<file path="src/rtl/lpm_pkg.sv">
package lpm_pkg;
  typedef enum logic [1:0] {
    LPM_ACTIVE = 2'd0,
    LPM_IDLE   = 2'd1,
    LPM_PDOWN  = 2'd2
  } lpm_state_e;

  localparam int unsigned MODE_W   = 2;
  localparam int unsigned IDLE_BIT = 0;
  localparam int unsigned PD_BIT   = 1;
endpackage

</file>
<file path="src/rtl/lpm_sync.sv">
module lpm_sync #(
  parameter int unsigned WIDTH  = 1,
  parameter int unsigned STAGES = 2
) (
  input  logic             clk,
  input  logic             rst_n,
  input  logic [WIDTH-1:0] d_async,
  output logic [WIDTH-1:0] q_sync
);
  logic [WIDTH-1:0] stage_q [STAGES];
  logic [WIDTH-1:0] stage_d [STAGES];

  always_comb begin
    stage_d[0] = d_async;
    for (int s = 1; s < STAGES; s++) begin
      stage_d[s] = stage_q[s-1];
    end
  end

  generate
    for (genvar g = 0; g < STAGES; g++) begin : g_stage
      always_ff @(posedge clk or negedge rst_n) begin
        if (!rst_n) stage_q[g] <= '0;
        else        stage_q[g] <= stage_d[g];
      end
    end
  endgenerate

  assign q_sync = stage_q[STAGES-1];
endmodule

</file>
<file path="src/rtl/lpm_rst_qual.sv">
module lpm_rst_qual #(
  parameter int unsigned QUAL_CYCLES = 24
) (
  input  logic clk,
  input  logic rst_n,
  input  logic pin_s,
  output logic rst_valid
);
  localparam int unsigned CNT_W = $clog2(QUAL_CYCLES + 1);
  localparam logic [CNT_W-1:0] CNT_MAX = CNT_W'(QUAL_CYCLES);

  logic [CNT_W-1:0] cnt_q, cnt_d;
  logic             valid_q;

  always_comb begin
    cnt_d = cnt_q;
    if (!pin_s)               cnt_d = '0;
    else if (cnt_q != CNT_MAX) cnt_d = cnt_q + 1'b1;
  end

  always_ff @(posedge clk or negedge rst_n) begin
    if (!rst_n) cnt_q <= '0;
    else        cnt_q <= cnt_d;
  end

  always_comb valid_q = (cnt_q == CNT_MAX);
  assign rst_valid = valid_q;

  // the count can only have filled while the pin was held high
  assert_valid_needs_pin_R8: assert property (@(posedge clk) disable iff (!rst_n)
    $rose(rst_valid) |-> $past(pin_s));
  assert_low_pin_clears_R8: assert property (@(posedge clk) disable iff (!rst_n)
    !pin_s |=> !rst_valid);
endmodule

</file>
<file path="src/rtl/lpm_ctrl.sv">
module lpm_ctrl
  import lpm_pkg::*;
(
  input  logic              clk,
  input  logic              rst_n,
  input  logic              mode_wr,
  input  logic [MODE_W-1:0] mode_wdata,
  input  logic              irq_pending,
  input  logic              pd_wake_s,
  input  logic              ext_rst_valid,
  input  logic              wdt_rst,
  output lpm_state_e        state,
  output logic [MODE_W-1:0] mode_q,
  output logic              core_rst_o
);
  lpm_state_e        state_q, state_d;
  logic [MODE_W-1:0] mode_bits_q, mode_bits_d;
  logic              rst_req_q, rst_req_d;
  logic              sys_rst;

  always_comb sys_rst = ext_rst_valid | wdt_rst;

  // next-state
  always_comb begin
    state_d = state_q;
    unique case (state_q)
      LPM_ACTIVE: begin
        if (mode_wr && mode_wdata[PD_BIT])        state_d = LPM_PDOWN;
        else if (mode_wr && mode_wdata[IDLE_BIT]) state_d = LPM_IDLE;
      end
      LPM_IDLE:  if (irq_pending) state_d = LPM_ACTIVE;
      LPM_PDOWN: if (pd_wake_s)   state_d = LPM_ACTIVE;
      default:   state_d = LPM_ACTIVE;
    endcase
    if (sys_rst) state_d = LPM_ACTIVE;
  end

  // mode register bits
  always_comb begin
    mode_bits_d = mode_bits_q;
    if (state_q == LPM_ACTIVE && mode_wr) begin
      if (mode_wdata[PD_BIT]) begin
        mode_bits_d[PD_BIT]   = 1'b1;
        mode_bits_d[IDLE_BIT] = 1'b0;
      end else if (mode_wdata[IDLE_BIT]) begin
        mode_bits_d[IDLE_BIT] = 1'b1;
      end
    end
    if (state_q == LPM_IDLE && irq_pending)  mode_bits_d[IDLE_BIT] = 1'b0;
    if (state_q == LPM_PDOWN && pd_wake_s)   mode_bits_d[PD_BIT]   = 1'b0;
    if (sys_rst) mode_bits_d = '0;
  end

  always_comb rst_req_d = sys_rst;

  always_ff @(posedge clk or negedge rst_n) begin
    if (!rst_n) begin
      state_q     <= LPM_ACTIVE;
      mode_bits_q <= '0;
      rst_req_q   <= 1'b1;
    end else begin
      state_q     <= state_d;
      mode_bits_q <= mode_bits_d;
      rst_req_q   <= rst_req_d;
    end
  end

  assign state      = state_q;
  assign mode_q     = mode_bits_q;
  assign core_rst_o = rst_req_q;

  assert_pd_priority_R3: assert property (@(posedge clk) disable iff (!rst_n)
    (state_q == LPM_ACTIVE && mode_wr && mode_wdata == 2'b11 && !sys_rst)
      |=> (state_q == LPM_PDOWN && mode_q == 2'b10));
  assert_idle_wake_R5: assert property (@(posedge clk) disable iff (!rst_n)
    (state_q == LPM_IDLE && irq_pending) |=> (state_q == LPM_ACTIVE && mode_q == 2'b00));
  assert_pd_holds_R6: assert property (@(posedge clk) disable iff (!rst_n)
    (state_q == LPM_PDOWN && !pd_wake_s && !sys_rst) |=> state_q == LPM_PDOWN);
  assert_reset_clears_R9: assert property (@(posedge clk) disable iff (!rst_n)
    sys_rst |=> (mode_q == 2'b00 && state_q == LPM_ACTIVE && core_rst_o));
  assert_zero_write_R10: assert property (@(posedge clk) disable iff (!rst_n)
    (state_q == LPM_ACTIVE && mode_wr && mode_wdata == 2'b00) |=> state_q == LPM_ACTIVE);
endmodule

</file>
<file path="src/rtl/lpm_sequencer.sv">
module lpm_sequencer
  import lpm_pkg::*;
#(
  parameter int unsigned NUM_XINT    = 2,
  parameter int unsigned QUAL_CYCLES = 24,
  parameter int unsigned SYNC_STAGES = 2
) (
  input  logic                clk,
  input  logic                rst_n,
  input  logic                ext_rst_pin,
  input  logic                wdt_rst,
  input  logic                mode_wr,
  input  logic [MODE_W-1:0]   mode_wdata,
  input  logic                irq_pending,
  input  logic [NUM_XINT-1:0] xint_n,
  input  logic [NUM_XINT-1:0] xint_en,
  input  logic [NUM_XINT-1:0] xint_level,
  input  logic                core_ale,
  input  logic                core_psen_n,
  output logic [MODE_W-1:0]   mode_q,
  output logic                core_clk_en,
  output logic                periph_clk_en,
  output logic                ale_out,
  output logic                psen_n_out,
  output logic                core_rst_o
);
  logic [NUM_XINT-1:0] wake_lvl;
  logic                wake_any;
  logic                wake_s;
  logic                rst_pin_s;
  logic                ext_rst_valid;
  lpm_state_e          state;

  // level wake qualification, combined without any clock
  generate
    for (genvar i = 0; i < NUM_XINT; i++) begin : g_wake
      assign wake_lvl[i] = ~xint_n[i] & xint_en[i] & xint_level[i];
    end
  endgenerate
  assign wake_any = |wake_lvl;

  lpm_sync #(.WIDTH(1), .STAGES(SYNC_STAGES)) i_wake_sync (
    .clk(clk), .rst_n(rst_n), .d_async(wake_any), .q_sync(wake_s)
  );

  lpm_sync #(.WIDTH(1), .STAGES(SYNC_STAGES)) i_rst_sync (
    .clk(clk), .rst_n(rst_n), .d_async(ext_rst_pin), .q_sync(rst_pin_s)
  );

  lpm_rst_qual #(.QUAL_CYCLES(QUAL_CYCLES)) i_rst_qual (
    .clk(clk), .rst_n(rst_n), .pin_s(rst_pin_s), .rst_valid(ext_rst_valid)
  );

  lpm_ctrl i_ctrl (
    .clk(clk), .rst_n(rst_n), .mode_wr(mode_wr), .mode_wdata(mode_wdata),
    .irq_pending(irq_pending), .pd_wake_s(wake_s), .ext_rst_valid(ext_rst_valid),
    .wdt_rst(wdt_rst), .state(state), .mode_q(mode_q), .core_rst_o(core_rst_o)
  );

  // clock enables and strobe override, all from the registered state
  always_comb begin
    core_clk_en   = (state == LPM_ACTIVE);
    periph_clk_en = (state != LPM_PDOWN);
    unique case (state)
      LPM_IDLE:  begin ale_out = 1'b1; psen_n_out = 1'b1; end
      LPM_PDOWN: begin ale_out = 1'b0; psen_n_out = 1'b0; end
      default:   begin ale_out = core_ale; psen_n_out = core_psen_n; end
    endcase
  end

  assert_idle_strobes_R4: assert property (@(posedge clk) disable iff (!rst_n)
    (!core_clk_en && periph_clk_en) |-> (ale_out && psen_n_out));
  assert_pd_strobes_R4: assert property (@(posedge clk) disable iff (!rst_n)
    !periph_clk_en |-> (!ale_out && !psen_n_out && !core_clk_en));
  assert_write_completes_R1: assert property (@(posedge clk) disable iff (!rst_n)
    (core_clk_en && mode_wr && mode_wdata == 2'b01 && !wdt_rst && !ext_rst_valid)
      |=> (!core_clk_en && periph_clk_en && mode_q == 2'b01));
  assert_pd_enters_R2: assert property (@(posedge clk) disable iff (!rst_n)
    (core_clk_en && mode_wr && mode_wdata[PD_BIT] && !wdt_rst && !ext_rst_valid)
      |=> (!core_clk_en && !periph_clk_en));
  assert_pd_wake_R7: assert property (@(posedge clk) disable iff (!rst_n)
    (!periph_clk_en && wake_s) |=> (core_clk_en && periph_clk_en));
endmodule

</file>
<file path="config.mk">
export PLATFORM = sky130hd
export DESIGN_NAME = lpm_sequencer
export DESIGN_NICKNAME = d
export VERILOG_FILES = /design/src/rtl/lpm_pkg.sv /design/src/rtl/lpm_sync.sv /design/src/rtl/lpm_rst_qual.sv /design/src/rtl/lpm_ctrl.sv /design/src/rtl/lpm_sequencer.sv
export SDC_FILE = /design/constraint.sdc
export NUM_CORES = 1
export LEC_CHECK = 0
export ABC_AREA = 1
export ABC_CLOCK_PERIOD_IN_PS = 1300
export BUFFER_PORTS_ARGS = -buffer_cell sky130_fd_sc_hd__buf_4
export CORE_MARGIN = 2
export CORE_UTILIZATION = 43
export CTS_BUF_LIST = sky130_fd_sc_hd__clkbuf_16
export DETAILED_ROUTE_END_ITERATION = 12
export GPL_TIMING_DRIVEN = 0
export PLACE_DENSITY_LB_ADDON = 0.3
export SYNTH_ARGS = -nofsm -noshare
export SYNTH_HDL_FRONTEND = slang
export SYNTH_SLANG_ARGS = --single-unit
</file>
<file path="constraint.sdc">
create_clock -name clk -period 1.3 [get_ports clk]
set_clock_uncertainty 0.15 [all_clocks]
set_input_delay 0.26 -clock clk [delete_from_list [all_inputs] [get_ports clk]]
set_output_delay 0.26 -clock clk [all_outputs]
set_load 0.01 [all_outputs]
</file>
# Word level (Yosys, flattened, before mapping)
# Cells that the tools add are included.
# word_totals
elab_cells,57
output_inout_bits,7
register_bits,14
# op_classes
reduce_logical,14
bitwise,7
muxes,17
add_sub_neg,1
n_eq_ne,9
# op_table
cell,count
$mux W2,7
$mux W5,2
$reduce_bool A3 Y1,3
$ne A3 B2 Y1 const B,2
$pmux W2 S3,1
$add A5 B1 Y5 const B,1
$eq A5 B5 Y1 const B,1
$logic_and A1 B1 Y1,5
$mux W1,5
$ne A5 B5 Y1 const B,1
$and A1 B1 Y1,4
$ne A4 B1 Y1 const B,1
$pmux W1 S2,2
$reduce_and A2 Y1,2
$reduce_bool A4 Y1,1
$reduce_and A3 Y1,1
$eq A2 B1 Y1 const B,1
$eq A2 B2 Y1 const B,1
$logic_not A2 Y1,1
$ne A2 B1 Y1 const B,1
$ne A2 B2 Y1 const B,1
$not A1 Y1,2
$reduce_or A2 Y1,1
$or A1 B1 Y1,1

# Longest topological paths before layout
# Gate-level depths: netlist of the first run.
# depth
depth_word,5
ltp_mapped,8
depth_no_buf,8

# By module
# From an unflattened synthesis of the first run, not the netlist that was laid out.
# hier_totals
cells_unflattened,93
area_unflattened_um2,768.2
# by_module_without_submodules
module,area_per_inst_um2,seq_area_each_um2,instances,cells_each
lpm_rst_qual,296.5,125.1,1,39
lpm_ctrl,280.3,126.4,1,34
lpm_sync,50.0,50.0,2,2
lpm_sequencer,91.3,0.0,1,16

# Worst setup path after synthesis of the first run
# Ideal clock, no wire load.
# synth_timing
kind,flip-flop to output port
start,reg i_ctrl.state_q[0] (netlist: i_ctrl.state[0])
end,out ale_out
t_arrival_ns,1.003
slack_ns,-0.113
path_stages_with_launch,4
path_cell_list,dfrtp_1 > inv_1 > ha_1 > o21ai_0
# synth_via
elab_chain_len,2
elab_cells_between_ends,3
# synth_rtl
item,line_no,text
"start, declared",lpm_ctrl.sv:16,"lpm_state_e state_q, state_d;"
"start signal, assigned",lpm_ctrl.sv:62,state_q <= state_d;
$eq A2 B2 Y1 or $eq A2 B1 Y1 (tied branches),lpm_sequencer.sv:64,unique case (state)
$pmux W1 S2 *,lpm_sequencer.sv:64,
"end, declared",lpm_sequencer.sv:23,"output logic ale_out,"
# Every way passes the cells marked *; elsewhere a longest branch is shown, timed or not.

# Worst setup path after layout of the first run
# layout_timing
start,reg i_ctrl.state_q[0] (netlist: i_ctrl.state[0])
end,out psen_n_out
# layout_via
elab_chain_len,2
elab_cells_between_ends,3
# layout_rtl
item,line_no,text
$eq A2 B2 Y1 or $eq A2 B1 Y1 (tied branches),lpm_sequencer.sv:64,
$pmux W1 S2 *,lpm_sequencer.sv:64,
"end, declared",lpm_sequencer.sv:24,"output logic psen_n_out,"
# Marks and branches as above.

==> flow_summary_export.csv, run 1 <==
group,metric,value,unit
place,place_hpwl,1.09,mm
place,port_buffers,22,
global_routing,grt_pass1_vias,594,
layout,n_antenna_cell,0,
critical_path,crit_path_start_kind,"register",
global_routing,grt-ovfl-total,0,
routing,wl_met2,757,um
global_routing,grt_pass1_wl,2.42,mm
place,placedCellCount,118,
synth,yosysSeqAreaShare,0.501,
sta,fmax,0.613,GHz
clock_tree,cts_tree,"done",
sta,grt_setup_unrepaired,"yes",
clock_tree,h-tree-depth,1,
routing,dr.pass1.iters,4,
flow_run,cap_violations,0,
global_routing,antenna_found_initial,0,
synth,yosys_warnings,0,
run_status,status,"finished with violations",
floorplanning,row_count,14,
critical_path,arrival,1.22,ns
routing,detail_route.vias_per_cell,4.93,
layout,syn_to_final_growth,56.0,%
sta,finalSetupViolCount,6,
global_routing,grt.total_usage,0.176,
sta,max_slew_margin,0.884,
critical_path,critPathRequiredTime,0.89,ns
run_status,violations,"setup timing",
routing,drt_iter0_drc,11,
floorplanning,die_h,44.4,um
place,dp_slack,-0.144,ns
layout,nets,132,
routing,drc,0,
critical_path,reg2reg_depth,7,
layout,drive_gt1_frac,0.427,
clock_tree,cts.path.max_buffers,2,
sta,finalCriticalPeriod,1.63,ns
critical_path,critPathMaxFanout,3,
sta,min_period_over_period,1.26,
layout,instances_no_fill,126,
routing,wl_met1,592,um
sta,worst_pin_slew,0.175,ns
place,gp_congestion,0.699,
routing,met3RoutedLength,51,um
routing,vias,621,
worst_hold_path,whs_path_depth,2,
routing,routed.top_layer,"met4",
synth,netlist_area,702,um^2
synth,ys_ff_latch,14,
floorplanning,start_util,0.461,
worst_hold_path,worstHoldPathType,"primary input to register",
sta,slew_viol_final,0,
critical_path,path_class,"register to output pin",
critical_path,cp-end-kind,"output pin",
floorplanning,io_pins,23,
clock_tree,numCtsBuffers,3,
synth,synth_fp_nets,101,
synth,syn_avg_cell_area,8.77,um^2
clock_tree,clkTransAtPathRegs,0.05,ns
synth,synth_cell_types,17,
layout,finalCoreUtilization,0.718,
routing,avgRoutedWirePerCell,11.4,um
routing,wirelength,1.43,mm
pwr,irDropWorstVdd,880,uV
global_routing,grt_max_degree,15,
pwr,power_density,1310,nW/um^2
floorplanning,fp.dieW,44.4,um
floorplanning,die-area,1970,um^2
synth,synthCells,80,
clock_tree,worstSkewPairLatency,0.24,ns
clock_tree,cts_sinks,14,
clock_tree,root_buffer,"clkbuf_16",
routing,antenna_left,0,
sta,fin_ws,-0.332,ns
floorplanning,floorplan.core_area,1520,um^2
sta,hold_viol_final,0,
layout,fillers,109,
pwr,p_leak,0.000538,uW
cell usage after synthesis:
cell / number / share of area
dfrtp_1: 13 / 0.46
dfstp_2: 1 / 0.037
a21oi_2: 1 / 0.012
xor2_1: 1 / 0.012
xnor2_1: 1 / 0.012
inv_1: 15 / 0.080
or2_1: 1 / 0.0089
nor2_2: 1 / 0.0089
nor2_1: 5 / 0.027
o211ai_1: 1 / 0.011
o21ai_0: 5 / 0.036
nand3b_1: 1 / 0.011
nand2_1: 17 / 0.091
nand3_2: 2 / 0.029
nand3_1: 6 / 0.043
ha_1: 5 / 0.089
a21oi_1: 4 / 0.029
cell families after synthesis:
family                   count (synthesis)  synth area share
flip-flops                              14             0.501
AND/OR/NAND/NOR                         33             0.217
AO/OA/AOI/OAI                           11            0.0873
adder cells (fa/ha/maj)                  5            0.0891
XOR/XNOR                                 2            0.0250
buffers and inverters                   15            0.0802
state kept, by name, indices dropped and copies added (netlist names):
| register | flops |
|---|---|
| i_rst_sync.stage_d | 1 |
| i_ctrl.state | 2 |
| i_rst_sync.q_sync | 1 |
| i_rst_qual.cnt_q | 5 |
| i_ctrl.core_rst_o | 1 |
| i_wake_sync.stage_d | 1 |
| i_wake_sync.q_sync | 1 |
| i_ctrl.mode_q | 2 |
placed cells by master, fill, tap and decap left out:
master,Yosys,final
buf_4,0,23
nand2_1,17,15
dfrtp_1,13,12
inv_1,15,11
nand3_1,6,6
inv_2,0,4
nor2_1,5,4
a21oi_1,4,3
ha_4,0,3
clkbuf_16,0,3
nand3_4,0,2
nand2_4,0,2
o21ai_2,0,2
o21ai_0,5,2
a21oi_2,1,2
dlygate4sd3_1,0,2
nor2_2,1,1
nand3b_1,1,1
xnor2_1,1,1
nor2_4,0,1
o21ai_1,0,1
or2_1,1,1
xor2_1,1,1
o211ai_1,1,1
ha_1,5,1
ha_2,0,1
clkinv_1,0,1
dfstp_2,1,1
dfrtp_2,0,1
buf_6,0,1
layout make-up:
cell class                      count  area, um^2  share of cell area
Sequential cell                    14         353               0.322
Clock inverter                      1        3.75             0.00343
Inverter                           15        56.3              0.0514
Multi-Input combinational cell     51         383               0.350
Clock buffer                        3        75.1              0.0686
Timing Repair Buffer               26         204               0.186
Tap cell                           16        20.0              0.0183
layer usage:
metal	GRT usage	vias up
li1	-	316
met1	0.201	280
met2	0.294	19
met3	0.0367	6
met4	0.121	0
met5	0	-
through the flow:
| step | setup TNS (ns) | cell area (um^2) | total power [uW] | hold WS (ns) |
|---|---|---|---|---|
| global placement | -0.352 | 907 | 785 | -0.0345 |
| floorplan | 0 | 722 | 673 | -0.186 |
| detailed placement | -0.518 | 907 | 803 | -0.0315 |
| finish | -1.28 | 1090 | 1440 | 0.0678 |
| CTS | -1.20 | 1050 | 1430 | 0.0714 |
| global route | -1.51 | 1090 | 1510 | 0.0812 |
where the power goes:
group          switching [uW]  internal (uW)
logic                     177            192
registers                26.8            470
clock network             168            406
total                     371           1070
final timing paths:
| path | start | end | slack, ns |
|---|---|---|---|
| worst max-delay path | i_ctrl.state[0]$_DFFE_PN0P_ | psen_n_out | -0.33 |
| worst min register to register | i_rst_sync.stage_d[0]$_DFF_PN0_ | i_rst_sync.q_sync$_DFF_PN0_ | 0.20 |
| worst max register to register | i_ctrl.state[0]$_DFFE_PN0P_ | i_ctrl.state[1]$_DFFE_PN0P_ | -0.13 |
| max in group asynchronous | rst_n | i_ctrl.core_rst_o$_DFF_PN1_ | 0.51 |
| worst min-delay path | xint_n[1] | i_wake_sync.stage_d[0]$_DFF_PN0_ | 0.07 |
| min in group asynchronous | rst_n | i_rst_qual.cnt_q[4]$_DFFE_PN0P_ | 0.25 |
critical path: stages, from the launching register on:
cell,delay (ns)
dfrtp_1,0.39
inv_2,0.07
ha_4,0.29
nand2_4,0.05
o21ai_2,0.05
buf_4,0.13
timing repair:
item                                    CTS  global route
pin swaps                                 3             3
hold buffers                              2             0
gates resized for setup                   7            13
endpoints found under the hold margin    15             0
endpoints found under the setup margin    6            11
cloned                                    0             0
buffers inserted                          2             0
(Power assumes the default switching activity.)
==> inputs of run 2 (changes only) <==
--- a/config.mk
+++ b/config.mk
@@ -7,12 +7,11 @@
 export LEC_CHECK = 0
 export ABC_AREA = 1
 export ABC_CLOCK_PERIOD_IN_PS = 1300
-export BUFFER_PORTS_ARGS = -buffer_cell sky130_fd_sc_hd__buf_4
+export BUFFER_PORTS_ARGS = -buffer_cell sky130_fd_sc_hd__buf_2
 export CORE_MARGIN = 2
 export CORE_UTILIZATION = 43
 export CTS_BUF_LIST = sky130_fd_sc_hd__clkbuf_16
 export DETAILED_ROUTE_END_ITERATION = 12
-export GPL_TIMING_DRIVEN = 0
 export PLACE_DENSITY_LB_ADDON = 0.3
 export SYNTH_ARGS = -nofsm -noshare
 export SYNTH_HDL_FRONTEND = slang
==> run 2 against run 1 <==
Against the previous run:
- the run still ends with setup timing left
- core utilization increased by 0.25 points
- clock-buffer cell count unchanged
- sequential power barely moved
- global-route usage about the same
- clock power barely moved
- register-to-register slack improved by 0.02 ns
- non-clock buffer count up 3
- sequential cell count stayed put
- largest cell class unchanged
- largest power group unchanged
- highest routed layer unchanged
==> flow_summary_export.csv, run 2 (synthesis gave the netlist of run 1 again) <==
group,metric,value,unit
layout,fillers,120,
sta,max_slew_margin,0.795,
layout,regMostFlops,"i_rst_qual.cnt_q",
clock_tree,worstSkewPairLatency,0.24,ns
routing,avgRoutedWirePerCell,11.2,um
pwr,p_leak,0.000541,uW
global_routing,grt.total_usage,0.176,
critical_path,path_class,"register to output pin",
sta,min_period_over_period,1.25,
clock_tree,clkTransAtPathRegs,0.04,ns
place,gp_congestion,0.748,
run_status,violations,"setup timing",
sta,finalSetupViolCount,7,
flow_run,cap_violations,0,
critical_path,arrival,1.22,ns
floorplanning,start_util,0.461,
sta,slew_viol_final,0,
global_routing,grt-ovfl-total,0,
clock_tree,cts.path.max_buffers,2,
layout,drive_gt1_frac,0.522,
pwr,fin_total_pwr,1450,uW
routing,wirelength,1.45,mm
layout,multi_input_area,402,um^2
sta,fmax,0.613,GHz
layout,syn_to_final_growth,56.5,%
pwr,power_density,1320,nW/um^2
global_routing,grt_pass1_vias,548,
global_routing,antenna_found_initial,0,
routing,detail_route.vias_per_cell,4.74,
floorplanning,io_pins,23,
floorplanning,fp.dieW,44.4,um
sta,grt_setup_unrepaired,"yes",
run_status,status,"finished with violations",
critical_path,critPathTopFamily,"flip-flops",
sta,worst_pin_slew,0.308,ns
critical_path,critPathBufInv,2,
clock_tree,h-tree-depth,1,
clock_tree,cts_tree,"done",
place,port_buffers,22,
critical_path,slowest_delay,0.41,ns
clock_tree,root_buffer,"clkbuf_16",
routing,antenna_left,0,
global_routing,grt_pass1_wl,2.35,mm
layout,n_antenna_cell,0,
clock_tree,numCtsBuffers,3,
critical_path,critPathMaxFanout,3,
clock_tree,cts_sinks,14,
sta,hold_viol_final,0,
critical_path,path_cells,"buf_4 > ha_4 > nand2_4 > o21ai_2 > buf_2",
critical_path,critPathRequiredTime,0.89,ns
critical_path,crit_path_start_kind,"register",
critical_path,cp-end-kind,"output pin",
layout,nets,135,
routing,dr.pass1.iters,4,
pwr,irDropWorstVdd,1390,uV
sta,finalCriticalPeriod,1.63,ns
sta,fin_ws,-0.330,ns
layout,largest_reg_flops,5,
floorplanning,floorplan.core_area,1520,um^2
layout,layout_common_cells,"buf_2 (20), nand2_1 (11), dfrtp_1 (11), inv_1 (10)",
place,place_hpwl,970,um
layout,finalCoreUtilization,0.721,
floorplanning,row_count,14,
floorplanning,die_h,44.4,um
routing,drt_iter0_drc,3,
routing,drc,0,
floorplanning,die-area,1970,um^2
layout,layout_commonest_cell,"buf_2",
global_routing,grt_max_degree,15,
layout,seq_area,354,um^2
critical_path,crit_slowest_cell,"dfrtp_2",
routing,vias,611,
worst_hold_path,worstHoldPathType,"primary input to register",
## run 2: power breakdown
group	switching, uW	total (uW)	internal (uW)	leakage [uW]
Combinational	187	382	194	0.000324
Sequential	25.0	496	471	0.000178
Clock	167	572	406	0.0000385
Total	379	1450	1070	0.000541
## run 2: final timing paths
path	startpoint	end	slack (ns)	depth (start not counted)
min reg2reg	i_rst_sync.stage_d[0]$_DFF_PN0_	i_rst_sync.q_sync$_DFF_PN0_	0.19	0
max in group asynchronous	rst_n	i_ctrl.core_rst_o$_DFF_PN1_	0.43	2
min	xint_n[1]	i_wake_sync.stage_d[0]$_DFF_PN0_	0.06	2
max reg2reg	i_ctrl.state[0]$_DFFE_PN0P_	i_ctrl.state[1]$_DFFE_PN0P_	-0.11	6
max	i_ctrl.state[0]$_DFFE_PN0P_	psen_n_out	-0.33	5
min in group asynchronous	rst_n	i_rst_qual.cnt_q[1]$_DFFE_PN0P_	0.29	2
## run 2: repair_timing
item / in CTS / in global routing
hold buffers: 2 / 0
hold endpoints to repair: 14 / 0
pin swaps: 4 / 6
buffers inserted: 2 / 1
endpoints found under the setup margin: 7 / 11
resized for setup: 7 / 24
## run 2: through the flow
stage	TNS (ns)	cell area [um^2]	setup slack (ns)	hold WS, ns	cells
final	-1.25	1100	-0.330	0.0554	129
after detailed placement	-0.410	867	-0.116	0.0184	120
after floorplan	0	722	0.00825	-0.186	80
after global routing	-1.73	1100	-0.385	0.0660	129
after CTS	-1.17	1010	-0.321	0.0528	128
after global placement	-0.296	867	-0.0846	0.0148	120
## run 2: layout make-up
type	instances	area share
clock inverters	1	0.00342
well taps	16	0.0182
flip-flops and latches	14	0.322
repair buffers	29	0.171
clock buffers	3	0.0683
multi-input cells	51	0.366
inverters	15	0.0513
## run 2: layer usage
layer  GRT usage  share of wire  vias to the layer above
met1       0.214           0.43                      274
li1            -              -                      316
met3      0.0735          0.057                        5
met2       0.259           0.48                       16
met4       0.109          0.024                        0
met5           0              0                        -
==> inputs of run 3 (changes only) <==
--- a/config.mk
+++ b/config.mk
@@ -6,11 +6,11 @@
 export NUM_CORES = 1
 export LEC_CHECK = 0
 export ABC_AREA = 1
-export ABC_CLOCK_PERIOD_IN_PS = 1300
+export ABC_CLOCK_PERIOD_IN_PS = 1500
 export BUFFER_PORTS_ARGS = -buffer_cell sky130_fd_sc_hd__buf_2
-export CORE_MARGIN = 2
-export CORE_UTILIZATION = 43
+export CORE_UTILIZATION = 47
 export CTS_BUF_LIST = sky130_fd_sc_hd__clkbuf_16
+export CTS_CLUSTER_SIZE = 30
 export DETAILED_ROUTE_END_ITERATION = 12
 export PLACE_DENSITY_LB_ADDON = 0.3
 export SYNTH_ARGS = -nofsm -noshare
==> constraint.sdc (replaced) <==
create_clock -name clk -period 1.5 [get_ports clk]
set_clock_uncertainty 0.15 [all_clocks]
set_input_delay 0.3 -clock clk [delete_from_list [all_inputs] [get_ports clk]]
set_output_delay 0.3 -clock clk [all_outputs]
set_load 0.01 [all_outputs]
==> run 3 against run 2 <==
Against the previous run:
- the flow still finishes with violations (setup timing)
- core utilization is 1.6 points higher
- cell count is 3.1% lower
- clock power down 14%
- wire length down 4.1%
==> flow_summary_export.csv, run 3 (synthesis gave the netlist of run 1 again) <==
group,metric,value,unit
floorplanning,row_count,13,
global_routing,grt_pass1_vias,500,
critical_path,cp-end-kind,"output pin",
place,port_buffers,22,
routing,avgRoutedWirePerCell,11.1,um
sta,whs,0.0167,ns
layout,syn_to_final_growth,41.7,%
sta,fmax,0.596,GHz
floorplanning,floorplan.core_area,1350,um^2
worst_hold_path,min_to,"i_rst_sync.stage_d[0]$_DFF_PN0_",
sta,max_slew_margin,0.795,
critical_path,crit_path_start_kind,"register",
clock_tree,numCtsBuffers,3,
place,place_hpwl,974,um
global_routing,busiest_layer,"met2",
critical_path,r2r_end,"i_ctrl.state[1]$_DFFE_PN0P_",
routing,vias,596,
worst_hold_path,whs_path_depth,1,
clock_tree,worstSkewPairLatency,0.24,ns
critical_path,critPathRequiredTime,1.05,ns
floorplanning,fp.dieW,40.6,um
clock_tree,cts_tree,"done",
critical_path,arrival,1.23,ns
critical_path,critPathMaxFanout,3,
layout,finalCoreUtilization,0.737,
critical_path,r2r_setup_slack,0.06,ns
pwr,irDropWorstVdd,1030,uV
layout,nets,132,
clock_tree,h-tree-depth,1,
layout,instances_no_fill,125,
layout,regMostFlops,"i_rst_qual.cnt_q",
floorplanning,die_h,40.6,um
clock_tree,cts.path.max_buffers,2,
routing,antenna_left,0,
sta,min_period_over_period,1.12,
routing,detail_route.vias_per_cell,4.77,
clock_tree,clkTransAtPathRegs,0.04,ns
sta,fin_ws,-0.179,ns
routing,dr.pass1.iters,4,
place,dp_slack,-0.0103,ns
critical_path,reg2reg_depth,7,
routing,wirelength,1.39,mm
place,gp_congestion,0.700,
global_routing,antenna_found_initial,0,
floorplanning,start_util,0.520,
layout,largest_reg_flops,5,
layout,drive_gt1_frac,0.391,
sta,worst_pin_slew,0.307,ns
critical_path,path_class,"register to output pin",
sta,grt_setup_unrepaired,"yes",
sta,finalCriticalPeriod,1.68,ns
place,placedCellCount,117,
clock_tree,cts_sinks,14,
run_status,violations,"setup timing",
worst_hold_path,worstHoldPathType,"primary input to register",
floorplanning,die-area,1650,um^2
sta,slew_viol_final,0,
global_routing,grt.total_usage,0.197,
layout,layout_commonest_cell,"buf_2",
routing,drt_iter0_drc,20,
layout,n_antenna_cell,0,
clock_tree,root_buffer,"clkbuf_16",
global_routing,grt_use_met1,0.220,
global_routing,met2_usage,0.321,
global_routing,met3_usage,0.0978,
sta,finalSetupViolCount,3,
sta,hold_viol_final,0,
global_routing,grt-ovfl-total,0,
flow_run,cap_violations,0,
critical_path,r2r-start,"i_ctrl.state[0]$_DFFE_PN0P_",
global_routing,grt_max_degree,15,
routing,drc,0,
run_status,status,"finished with violations",
global_routing,grt_pass1_wl,1.97,mm
floorplanning,io_pins,23,
pwr,power_density,1210,nW/um^2
pwr,p_leak,0.000523,uW
layout,layout_common_cells,"buf_2 (21), nand2_1 (16), dfrtp_1 (13), inv_1 (12), nand3_1 (6)",
worst_hold_path,hp-start,"ext_rst_pin",
==> run 3: stage by stage <==
step | setup TNS (ns) | total power (uW) | area [um^2]
floorplan | 0 | 553 | 702
global placement | 0 | 622 | 831
detailed placement | -0.0103 | 631 | 831
CTS | -0.449 | 1160 | 945
global route | -0.539 | 1270 | 995
finish | -0.429 | 1200 | 995
==> run 3: how the worst max path moves through the flow <==
stage                                            from    endpoint  cells after the start
after floorplan           i_ctrl.state[0]$_DFFE_PN0P_     ale_out                      3
after global placement    i_ctrl.state[0]$_DFFE_PN0P_     ale_out                      4
after detailed placement  i_ctrl.state[0]$_DFFE_PN0P_  psen_n_out                      4
after CTS                 i_ctrl.state[0]$_DFFE_PN0P_  psen_n_out                      5
after global routing      i_ctrl.state[0]$_DFFE_PN0P_  psen_n_out                      5
final                     i_ctrl.state[0]$_DFFE_PN0P_  psen_n_out                      5
==> run 3: routing by layer <==
metal	vias to the layer above	wire length (um)	share of wire
met5	-	0	0
met4	0	10	0.0072
met3	2	92	0.066
met2	21	678	0.49
met1	258	610	0.44
li1	315	-	-
==> run 3: area by class of cell <==
type | count | area, um^2
Tap cell | 15 | 18.8
Clock inverter | 1 | 3.75
Inverter | 15 | 56.3
Fill cell | 93 | 355
Multi-Input combinational cell | 51 | 340
Clock buffer | 3 | 75.1
Sequential cell | 14 | 352
Timing Repair Buffer | 26 | 149
==> run 3: worst max-delay path: stages, from the launching register on <==
cell     delay, ns
dfrtp_1       0.38
inv_2         0.07
ha_4          0.29
nand2_4       0.06
o21ai_2       0.05
buf_2         0.14
==> run 3: power breakdown <==
part / internal [uW] / leakage [uW] / total, uW / switching (uW)
combinational: 136 / 0.000304 / 281 / 146
sequential: 407 / 0.000181 / 427 / 19.7
clock: 351 / 0.0000385 / 494 / 143
total: 894 / 0.000523 / 1200 / 308
==> run 3: repair_timing <==
item	4_1_cts	5_1_grt
pin swaps	2	1
buffers inserted	1	2
resized for setup	7	8
hold buffers	1	0
endpoints found under the setup margin	4	4
hold endpoints to repair	13	0
